**config.mk**
```make
export PLATFORM = sky130hd
export DESIGN_NAME = pulse_period_meter
export DESIGN_NICKNAME = d
export VERILOG_FILES = /design/src/rtl/ppm_pkg.sv /design/src/rtl/ppm_sync.sv /design/src/rtl/ppm_seq.sv /design/src/rtl/ppm_correct.sv /design/src/rtl/pulse_period_meter.sv
export SDC_FILE = /design/constraint.sdc
export NUM_CORES = 1
export LEC_CHECK = 0
export BUFFER_PORTS_ARGS = -buffer_cell sky130_fd_sc_hd__buf_2
export CAP_MARGIN = 15
export CORE_UTILIZATION = 54
export DETAILED_ROUTE_END_ITERATION = 10
export GPL_TIMING_DRIVEN = 0
export PLACE_DENSITY = 0.8
export SYNTH_ARGS = -nofsm -noshare
export SYNTH_HDL_FRONTEND = slang
export SYNTH_SLANG_ARGS = --single-unit
```
**constraint.sdc**
```tcl
create_clock -name clk -period 12.8 [get_ports clk]
set_clock_uncertainty 0.15 [all_clocks]
set_input_delay 3.84 -clock clk [delete_from_list [all_inputs] [get_ports clk]]
set_output_delay 3.84 -clock clk [all_outputs]
set_load 0.03 [all_outputs]
```
**src/rtl/ppm_pkg.sv**
```systemverilog
// Shared types for the pulse-period meter.
package ppm_pkg;
    // Sequencer phases: waiting for first edge, counting, two clear cycles
    typedef enum logic [1:0] {
        SEQ_IDLE  = 2'd0,
        SEQ_COUNT = 2'd1,
        SEQ_HOLD  = 2'd2,
        SEQ_CLEAR = 2'd3
    } seq_state_t;
endpackage

```
**src/rtl/ppm_sync.sv**
```systemverilog
// Input synchronizer and rising-edge detector.
// Assumes async_in may change at any time relative to clk. The output
// rise is a single-cycle pulse per low-to-high transition of the input.
module ppm_sync #(
    parameter int STAGES = 2
) (
    input  logic clk,
    input  logic rst_n,
    input  logic async_in,
    output logic rise
);
    // STAGES synchronizing flops plus one delay flop for edge detection
    logic [STAGES:0] chain_q;

    // Shift the raw input through the synchronizer chain
    always_ff @(posedge clk) begin
        if (!rst_n) chain_q <= '0;
        else        chain_q <= {chain_q[STAGES-1:0], async_in};
    end

    // Edge is seen when the synchronized level is high and was low
    assign rise = chain_q[STAGES-1] & ~chain_q[STAGES];

    // a detected edge never lasts two cycles
    p_rise_single_r2: assert property (@(posedge clk) disable iff (!rst_n)
        rise |=> !rise);
endmodule

```
**src/rtl/ppm_seq.sv**
```systemverilog
// Start/stop/capture/clear sequencer with saturating period counter.
// Assumes rise is a synchronous single-cycle pulse. An edge in COUNT
// captures the count; the counter is cleared on the second clock after
// capture; edges during the two clear cycles are ignored.
module ppm_seq
    import ppm_pkg::*;
#(
    parameter int CNT_W = 24
) (
    input  logic             clk,
    input  logic             rst_n,
    input  logic             rise,
    output logic [CNT_W-1:0] held,
    output logic             valid,
    output logic             ovf
);
    localparam logic [CNT_W-1:0] CNT_MAX = '1;

    seq_state_t       state_q;
    logic [CNT_W-1:0] cnt_q;
    logic             sat_q;

    // Sequencer, counter and capture register
    always_ff @(posedge clk) begin
        if (!rst_n) begin
            state_q <= SEQ_IDLE;
            cnt_q   <= '0;
            sat_q   <= 1'b0;
            held    <= '0;
            valid   <= 1'b0;
            ovf     <= 1'b0;
        end else begin
            valid <= 1'b0;
            case (state_q)
                SEQ_IDLE: begin
                    if (rise) state_q <= SEQ_HOLD;
                end
                SEQ_COUNT: begin
                    if (rise) begin
                        held    <= cnt_q;
                        ovf     <= sat_q;
                        valid   <= 1'b1;
                        state_q <= SEQ_HOLD;
                    end else if (cnt_q == CNT_MAX) begin
                        sat_q <= 1'b1;
                    end else begin
                        cnt_q <= cnt_q + 1'b1;
                    end
                end
                SEQ_HOLD: begin
                    state_q <= SEQ_CLEAR;
                end
                default: begin
                    cnt_q   <= '0;
                    sat_q   <= 1'b0;
                    state_q <= SEQ_COUNT;
                end
            endcase
        end
    end

    // strobe lasts one cycle
    p_valid_single_r4: assert property (@(posedge clk) disable iff (!rst_n)
        valid |=> !valid);

    // held result only moves together with a strobe
    p_held_stable_r4: assert property (@(posedge clk) disable iff (!rst_n)
        !valid |-> $stable(held));

    // an edge inside the clear window produces no result
    p_gap_edge_ignored_r5: assert property (@(posedge clk) disable iff (!rst_n)
        (rise && (state_q == SEQ_HOLD || state_q == SEQ_CLEAR)) |=> !valid);

    // overflow only accompanies a saturated count
    p_ovf_saturated_r7: assert property (@(posedge clk) disable iff (!rst_n)
        ovf |-> (held == CNT_MAX));
endmodule

```
**src/rtl/ppm_correct.sv**
```systemverilog
// Offset correction of the held count.
// Adds the fixed three-cycle sequencing offset and subtracts a
// pulse-width term, flooring the trimmed result at zero.
module ppm_correct #(
    parameter int CNT_W = 24,
    parameter int U_W   = 8
) (
    input  logic               clk,
    input  logic               rst_n,
    input  logic [CNT_W-1:0]   held,
    input  logic [U_W-1:0]     u_ticks,
    output logic [CNT_W+1:0]   full,
    output logic [CNT_W+1:0]   trim
);
    localparam int OUT_W = CNT_W + 2;

    logic [OUT_W-1:0] u_ext;

    // Restore the true period and apply the width correction
    always_comb begin
        u_ext = OUT_W'(u_ticks);
        full  = {2'b00, held} + OUT_W'(3);
        trim  = (full > u_ext) ? (full - u_ext) : '0;
    end

    // trimmed period never exceeds the full period
    p_trim_bound_r8: assert property (@(posedge clk) disable iff (!rst_n)
        trim <= full);
endmodule

```
**src/rtl/pulse_period_meter.sv**
```systemverilog
// Pulse-period measurement counter, top level.
// Assumes clk is a stable reference much faster than pulse_in.
// Produces one result per accepted input period.
module pulse_period_meter #(
    parameter int CNT_W       = 24,
    parameter int U_W         = 8,
    parameter int SYNC_STAGES = 2
) (
    input  logic             clk,
    input  logic             rst_n,
    input  logic             pulse_in,
    input  logic [U_W-1:0]   pw_ticks,
    output logic [CNT_W-1:0] period_raw,
    output logic [CNT_W+1:0] period_full,
    output logic [CNT_W+1:0] period_trim,
    output logic             result_valid,
    output logic             overflow
);
    logic edge_seen;

    ppm_sync #(.STAGES(SYNC_STAGES)) sync_i (
        .clk      (clk),
        .rst_n    (rst_n),
        .async_in (pulse_in),
        .rise     (edge_seen)
    );

    ppm_seq #(.CNT_W(CNT_W)) seq_i (
        .clk   (clk),
        .rst_n (rst_n),
        .rise  (edge_seen),
        .held  (period_raw),
        .valid (result_valid),
        .ovf   (overflow)
    );

    ppm_correct #(.CNT_W(CNT_W), .U_W(U_W)) corr_i (
        .clk     (clk),
        .rst_n   (rst_n),
        .held    (period_raw),
        .u_ticks (pw_ticks),
        .full    (period_full),
        .trim    (period_trim)
    );
endmodule

```
# [After elaboration in Yosys (flattened, before gate mapping)]
# Index checks and enable logic that the tools add are counted.
[op_classes] add_sub_neg=3 n_lt_le_gt_ge=1 eq_ne=7 muxes=10 bitwise=3 reduce_logical=7
[ops] op="$mux W24" count=2
[ops] op="$pmux W24 S2" count=1
[ops] op="$gt A26 B8 Y1" count=1
[ops] op="$mux W26" count=1
[ops] op="$sub A26 B8 Y26" count=1
[ops] op="$add A24 B2 Y25 const B" count=1
[ops] op="$add A24 B1 Y24 const B" count=1
[ops] op="$eq A24 B24 Y1 const B" count=1
[ops] op="$reduce_and A3 Y1" count=2
[ops] op="$ne A2 B1 Y1 const B" count=2
[ops] op="$ne A2 B2 Y1 const B" count=2
[ops] op="$pmux W2 S2" count=1
[ops] op="$reduce_and A2 Y1" count=2
[ops] op="$reduce_or A2 Y1" count=2
[ops] op="$mux W1" count=3
[ops] op="$eq A2 B1 Y1 const B" count=1
[ops] op="$eq A2 B2 Y1 const B" count=1
[ops] op="$logic_not A2 Y1" count=1
[ops] op="$mux W2" count=1
[ops] op="$not A1 Y1" count=2
[ops] op="$pmux W1 S2" count=1
[ops] op="$and A1 B1 Y1" count=1
[totals] regBits=56 input_bits=11 output_inout_bits=78 elab_cells=38

# [Logic depth before layout (Yosys ltp)]
# Gate-level depths: netlist of run 1.
[logic_depth] word_depth=4 ltp_mapped=14 depth_no_buf=13

# [Modules after synthesis]
# A second synthesis of run 1 with hierarchy kept.
[unflattened] hier_cells=539 area_unflattened_um2=4124.0
[modules_own_cells] module="ppm_seq" n_inst=1 cells_per_inst=301 area_per_inst_um2=2467.4
[modules_own_cells] module="ppm_correct" n_inst=1 cells_per_inst=231 area_per_inst_um2=1564.0
[modules_own_cells] module="ppm_sync" n_inst=1 cells_per_inst=7 area_per_inst_um2=92.6

# [Worst setup path after synthesis of run 1]
# OpenSTA, ideal clock, no wires.
[synth_path] path_type="in2out" from="input port pw_ticks[0]" to="output port period_trim[3]" t_arrival_ps=6305 required_ps=8810 path_slack_ps=2505 path_stages=10 path_cell_list="ha_1 fa_1 nor2b_1 o31a_1 o221ai_1 o21bai_1 nand4_1 nor2_1 buf_2 a211oi_1"
[synth_via] elab_chain_cells=2
[synth_rtl] element="from (decl)" line="pulse_period_meter.sv:12" rtl="input logic [U_W-1:0] pw_ticks,"
[synth_rtl] element="$sub A26 B8 Y26 or $gt A26 B8 Y1 (tied branches)" line="ppm_correct.sv:23" rtl="trim = (full > u_ext) ? (full - u_ext) : '0;"
[synth_rtl] element="$mux W26 (*)" line="ppm_correct.sv:23"
[synth_rtl] element="to (decl)" line="pulse_period_meter.sv:15" rtl="output logic [CNT_W+1:0] period_trim,"
# Mark *: on every way between the ends. The rest lies on a longest branch, timed or not.

# [Final worst setup path of run 1]
[layout_path] from="input port pw_ticks[2]" to="output port period_trim[22]"
# Same word-level chain as after synthesis.

==> results of run 1 <==
-- cell usage after synthesis (10+ instances only) --
library cell  number
a21boi_0          27
nor3_1            18
xor2_1            12
o21ai_0           21
nor2_1            51
nand2_1           75
nand3_1           18
clkbuf_1          15
inv_1             32
or3_1             14
ha_1              10
xnor2_1           36
a21oi_1           19
dfxtp_1           56
nand4_1           10
-- per-stage QoR --
step	setup slack, ps	hold WS (ps)
global route	2010	322
finish	2250	298
CTS	2240	307
floorplan	2500	262
global placement	2330	279
detailed placement	2250	282
-- path summary, 6_finish.rpt --
path                          start                end  slack [ps]  cells after the start
setup / recovery        pw_ticks[2]    period_trim[22]        2250                     11
hold / removal    sync_i.chain_q[0]  sync_i.chain_q[1]         300                      1
setup reg to reg     seq_i.cnt_q[6]    seq_i.cnt_q[14]        9900                      9
hold reg to reg   sync_i.chain_q[0]  sync_i.chain_q[1]         300                      1
-- final cells by class --
class,instances,area (µm²)
clock buffers,6,72.6
plain buffers,25,153
multi-input cells,407,2600
inverters,32,120
repair buffers,87,435
flip-flops and latches,56,1120
clock inverters,2,16.3
fillers,639,2350
well taps,96,120
-- flip-flops by register name, indices dropped and copies added (netlist names) --
register        cells
seq_i.cnt_q        24
seq_i.held         24
seq_i.ovf           1
seq_i.sat_q         1
seq_i.state_q       2
seq_i.valid         1
sync_i.chain_q      3
-- routing by layer --
metal	GRT usage	vias up	routed length, µm
met2	0.450	107	4490
met3	0.0264	15	387
met4	0.0820	0	179
li1	-	1991	-
met1	0.312	1720	4280
met5	0	-	0
-- power by group through the flow --
stage                Clock, W  Sequential (W)  Combinational [W]
floorplan                   0        0.000180          0.0000142
global placement            0        0.000180          0.0000193
detailed placement          0        0.000180          0.0000199
CTS                 0.0000967        0.000176          0.0000199
global route         0.000102        0.000176          0.0000221
finish              0.0000941        0.000176          0.0000199
-- kinds of logic after synthesis --
group                      synth area share
AOI/OAI and AO/OA                     0.172
xor gates and xnor gates              0.105
muxes                                0.0103
and+or+nand+nor                       0.326
other                              0.000940
adders and majority gates            0.0364
DFF                                   0.281
buffers and inverters                0.0684
==> qor.csv, run 1 <==
stage;metric;value;unit
die;core_area;0.00698;mm²
placement;port_buffers;87;
power;p_sw;0.0000683;W
synth;yosys.cell_types.count;63;
sta;max_slew.worst_pin.slew;937;ps
clock_tree;cts_tree;done;
synth;async_reset_ff_frac;0;
route;drt-vias-per-instance;5.39;
layout;final_area;0.00463;mm²
power;power;0.000290;W
clock_tree;insertion_delay;310;ps
placement;place_area;0.00455;mm²
power;clkPwrFrac;0.324;
global_routing;grt_max_degree;18;
sta;rsz0062_at_grt;false;
worst_setup_path;cp_num_buf_inv;3;
route;totalWireLength;9340;µm
sta;finalSetupTns;0;ps
worst_setup_path;arrival;6560;ps
worst_setup_path;start_kind;primary input;
route;num_vias;3833;
route;drtIter0Drc;112;
power;pwr-share-seq;0.607;
synth;synth_area;0.00399;mm²
synth;synthCells;520;
clock_tree;clk_pin_slew_worst_paths;90;ps
placement;hpwlAfterDp;7450;µm
sta;finalCritPeriodShare;0.824;
worst_setup_path;crit_chain;buf_2 > inv_1 > ha_1 > nor2b_1 > o31a_1 > o221ai_1 > nor3b_1 > and3_2 > nor2b_1 > mux2i_1 > buf_2;
power;p_leak;2.02;nW
die;initial_core_util;0.572;
route;first_pass_iters;4;
sta;maxSlewHeadroom;0.374;
layout;drive_above_1_share;0.202;
synth;ys_warn_count;0;
route;remaining_drc_errors;0;
min_path;holdCritPathClass;reg -> reg;
status;outcome;finished clean;
placement;dpl.cell_count;703;
power;p_per_area;62.6;mW/mm²
power;peakVddDrop;0.0000845;V
clock_tree;clock_path_buffers;2;
layout;layoutNonFillerInstCount;711;
synth;avgSynthCellArea;7.67;µm²
synth;synth_edf_count;0;
route;drtAntennaViolNets;0;
synth;synth_nets;542;
global_routing;antenna_found_initial;0;
clock_tree;cts.sinks;56;
clock_tree;htree_levels;2;
sta;period_needed;10550;ps
global_routing;grt_overflow_total;0;
die;fp.dieH;88.0;µm
sta;fmax;94.8;MHz
worst_setup_path;crit_path_end_kind;primary output;
synth;synth-seq-cells;56;
placement;place.gp.congestion;0.923;
clock_tree;cts_root_buffer;clkbuf_8;
worst_setup_path;path_class;in -> out;
worst_setup_path;path_max_fanout;5;
die;dieArea;0.00774;mm²
synth;yosys.area.top_type;dfxtp_1;
clock_tree;cts_buffers;5;
layout;num_antenna_cells;0;
die;die_w;88.0;µm
layout;num-nets-final;636;
power;power_frac_comb;0.069;
layout;final_common_cell;buf_2;
synth;yosys.area.top_type_share;0.281;
synth;synth_ff_type;dfxtp_1;
synth;yosysSeqAreaShare;0.281;
sta;hold_viol;0;
sta;drv_slew;0;
worst_setup_path;critical-path-top-delay-family;simple AND/OR/NAND/NOR gates;
die;row_count;30;
layout;area_growth;16.1;%
clock_tree;post_cts_resize_count;0;
worst_setup_path;cpPeakStageDelay;550;ps
flow_run;drv_cap;0;
layout;layout_common_cells;90 x buf_2, 75 x nand2_1, 56 x dfxtp_1, 51 x nor2_1, 36 x xnor2_1;
worst_setup_path;slowest_stage;nor3b_1;
route;wl_per_cell;13.1;µm
global_routing;grt_pass1_vias;3478;
sta;final-setup-viol-count;0;
die;boundaryPins;89;
clock_tree;post-cts-setup-buffer-count;0;
layout;post-route-util;0.664;
worst_setup_path;critPathRequiredTime;8810;ps
clock_tree;ctsHoldBuffers;0;
power;p_int;0.000222;W
global_routing;grt_usage;0.250;
power;p_sw_frac;0.235;
synth;yosys-top-cells-area;dfxtp_1 28%, xnor2_1 7.9%, nand2_1 7.1%;
global_routing;grt_pass1_wl;15600;µm
(Power assumes the default switching activity.)
==> run 2, diff against run 1 <==
--- a/config.mk
+++ b/config.mk
@@ -7,10 +7,10 @@
 export LEC_CHECK = 0
 export BUFFER_PORTS_ARGS = -buffer_cell sky130_fd_sc_hd__buf_2
 export CAP_MARGIN = 15
-export CORE_UTILIZATION = 54
+export CORE_UTILIZATION = 50
 export DETAILED_ROUTE_END_ITERATION = 10
 export GPL_TIMING_DRIVEN = 0
-export PLACE_DENSITY = 0.8
+export PLACE_DENSITY = 0.77
 export SYNTH_ARGS = -nofsm -noshare
 export SYNTH_HDL_FRONTEND = slang
 export SYNTH_SLANG_ARGS = --single-unit
==> constraint.sdc (replaced) <==
create_clock -name clk -period 9.1 [get_ports clk]
set_clock_uncertainty 0.15 [all_clocks]
set_input_delay 2.73 -clock clk [delete_from_list [all_inputs] [get_ports clk]]
set_output_delay 2.73 -clock clk [all_outputs]
set_load 0.03 [all_outputs]
==> run 2 against run 1 <==
Effect of this change:
- wire length is 0.43% lower
- core utilization is 6.3 points lower
- flip-flop and latch count stayed put
==> qor.csv, run 2 (synthesized netlist as in run 1, its figures left out) <==
stage;metric;value;unit;change
clock_tree;ctsHoldBuffers;0;;unchanged
route;drt-vias-per-instance;5.33;;-1.0%
status;outcome;finished clean;;
placement;dpl.cell_count;709;;+0.85%
layout;num_antenna_cells;0;;unchanged
layout;final_common_cell;buf_2;;
worst_setup_path;cp_num_buf_inv;3;;unchanged
power;p_int;0.000313;W;+41%
sta;final-setup-viol-count;0;;unchanged
die;fp.dieH;91.3;µm;+3.8%
sta;rsz0062_at_grt;false;;
global_routing;antenna_found_initial;0;;unchanged
clock_tree;clk_pin_slew_worst_paths;90;ps;about the same
placement;hpwlAfterDp;7440;µm;-0.15%
sta;max_slew.worst_pin.slew;964;ps;+26.8 ps
sta;whs;299;ps;+0.114 ps
worst_setup_path;start_kind;primary input;;
clock_tree;cts_buffers;5;;unchanged
layout;top_regs;seq_i.cnt_q (24), seq_i.held (24), sync_i.chain_q (3);;
power;p_per_area;89.4;mW/mm²;+43%
worst_setup_path;crit_path_end_kind;primary output;;
flow_run;drv_cap;0;;unchanged
layout;layout_common_cells;90 x buf_2, 75 x nand2_1, 56 x dfxtp_1, 51 x nor2_1, 36 x xnor2_1;;
sta;finalSetupTns;0;ps;unchanged
placement;place.gp.congestion;0.834;;-9.7%
layout;register_area;0.00112;mm²;unchanged
worst_setup_path;critPathRequiredTime;6220;ps;-2590 ps
global_routing;grt_pass1_wl;15700;µm;+0.67%
power;peakVddDrop;0.0000874;V;+3.4%
die;die_w;91.3;µm;+3.8%
power;pwr-share-seq;0.597;;-0.010
worst_setup_path;slowest_stage;nor3b_1;;
route;drtIter0Drc;163;;+46%
layout;post-route-util;0.601;;-0.0628
route;wl_per_cell;13.0;µm;-1.3%
sta;fmax;121;MHz;
placement;port_buffers;87;;unchanged
power;p_sw_frac;0.247;;+0.0119
clock_tree;clock_path_buffers;2;;unchanged
route;num_vias;3825;;-0.21%
clock_tree;cts.sinks;56;;unchanged
sta;finalCritPeriodShare;0.909;;
clock_tree;cts_root_buffer;clkbuf_8;;
sta;period_needed;8270;ps;
worst_setup_path;cpPeakStageDelay;540;ps;about the same
worst_setup_path;arrival;5390;ps;-1170 ps
clock_tree;htree_levels;2;;unchanged
route;totalWireLength;9300;µm;-0.43%
power;p_leak;2.02;nW;+0.35%
layout;num-nets-final;636;;unchanged
min_path;holdCritPathClass;reg -> reg;;
layout;fillers;731;;+14%
route;first_pass_iters;4;;unchanged
die;initial_core_util;0.516;;-0.0552
global_routing;grt_max_degree;19;;+1
route;remaining_drc_errors;0;;unchanged
worst_setup_path;path_max_fanout;5;;unchanged
sta;hold_viol;0;;unchanged
sta;drv_slew;0;;unchanged
clock_tree;insertion_delay;320;ps;about the same
die;boundaryPins;89;;unchanged
global_routing;grt_pass1_vias;3385;;-2.7%
power;p_sw;0.000103;W;+50%
layout;drive_above_1_share;0.203;;+0.00163
clock_tree;cts_tree;done;;
die;core_area;0.00773;mm²;+11%
global_routing;grt_overflow_total;0;;unchanged
worst_setup_path;crit_chain;buf_2 > inv_1 > ha_1 > nor2b_1 > o31a_1 > o221ai_1 > nor3b_1 > and3_2 > nor2b_1 > mux2i_1 > buf_2;;
die;dieArea;0.00834;mm²;+7.8%
power;power_frac_comb;0.067;;-0.002
worst_setup_path;path_class;in -> out;;
layout;multiInputGateArea;0.00260;mm²;unchanged
die;row_count;32;;+6.7%
power;clkPwrFrac;0.336;;+0.012
clock_tree;post-cts-setup-buffer-count;0;;unchanged
layout;area_growth;16.4;%;
route;drtAntennaViolNets;0;;unchanged
worst_setup_path;critical-path-top-delay-family;simple AND/OR/NAND/NOR gates;;
global_routing;grt_usage;0.229;;-0.0211
clock_tree;post_cts_resize_count;0;;unchanged
sta;maxSlewHeadroom;0.356;;-0.0179
layout;layoutNonFillerInstCount;717;;+0.84%
-- run 2: worst register-to-register path: stages (launching register included) --
cell      delay [ps]
dfxtp_1          440
and4_1           290
nand4_1          220
or4_1            560
clkbuf_1         170
o311ai_1         670
nor2_1           110
xnor2_1          160
nor2_1            50
-- run 2: per-stage QoR --
| stage | total power (W) | worst slack [ps] | area [µm²] |
|---|---|---|---|
| after global routing | 0.000431 | 588 | 4640 |
| final | 0.000415 | 832 | 4640 |
| after global placement | 0.000281 | 855 | 4550 |
| after detailed placement | 0.000281 | 836 | 4550 |
| after floorplan | 0.000273 | 1020 | 3990 |
| after CTS | 0.000417 | 832 | 4640 |
-- run 2: power by group through the flow --
| stage | clock [W] | combinational [W] | sequential, W |
|---|---|---|---|
| 3_3_place_gp | 0 | 0.0000274 | 0.000253 |
| 2_1_floorplan | 0 | 0.0000199 | 0.000253 |
| 3_5_place_dp | 0 | 0.0000278 | 0.000253 |
| 5_1_grt | 0.000152 | 0.0000309 | 0.000248 |
| 6_report | 0.000140 | 0.0000279 | 0.000248 |
| 4_1_cts | 0.000142 | 0.0000278 | 0.000248 |
-- run 2: path summary, 6_finish.rpt --
kind	startpoint	end	slack, ps	cells after the start
worst max-delay path	pw_ticks[2]	period_trim[22]	830	11
worst min-delay path	sync_i.chain_q[0]	sync_i.chain_q[1]	300	1
worst max register to register	seq_i.cnt_q[6]	seq_i.cnt_q[17]	6150	8
worst min register to register	sync_i.chain_q[0]	sync_i.chain_q[1]	300	1
-- run 2: layout make-up --
class                           instances  share of cell area
Tap cell                              102              0.0275
Buffer                                 25              0.0329
Clock inverter                          3             0.00485
Multi-Input combinational cell        407               0.559
Timing Repair Buffer                   87              0.0938
Inverter                               32              0.0259
Clock buffer                            5              0.0148
Sequential cell                        56               0.241
-- run 2: routing by layer --
metal	vias up	wire, µm	global-route usage
met1	1727	4340	0.289
met3	8	353	0.0243
li1	1994	-	-
met5	-	0	0
met4	0	123	0.0569
met2	96	4480	0.416
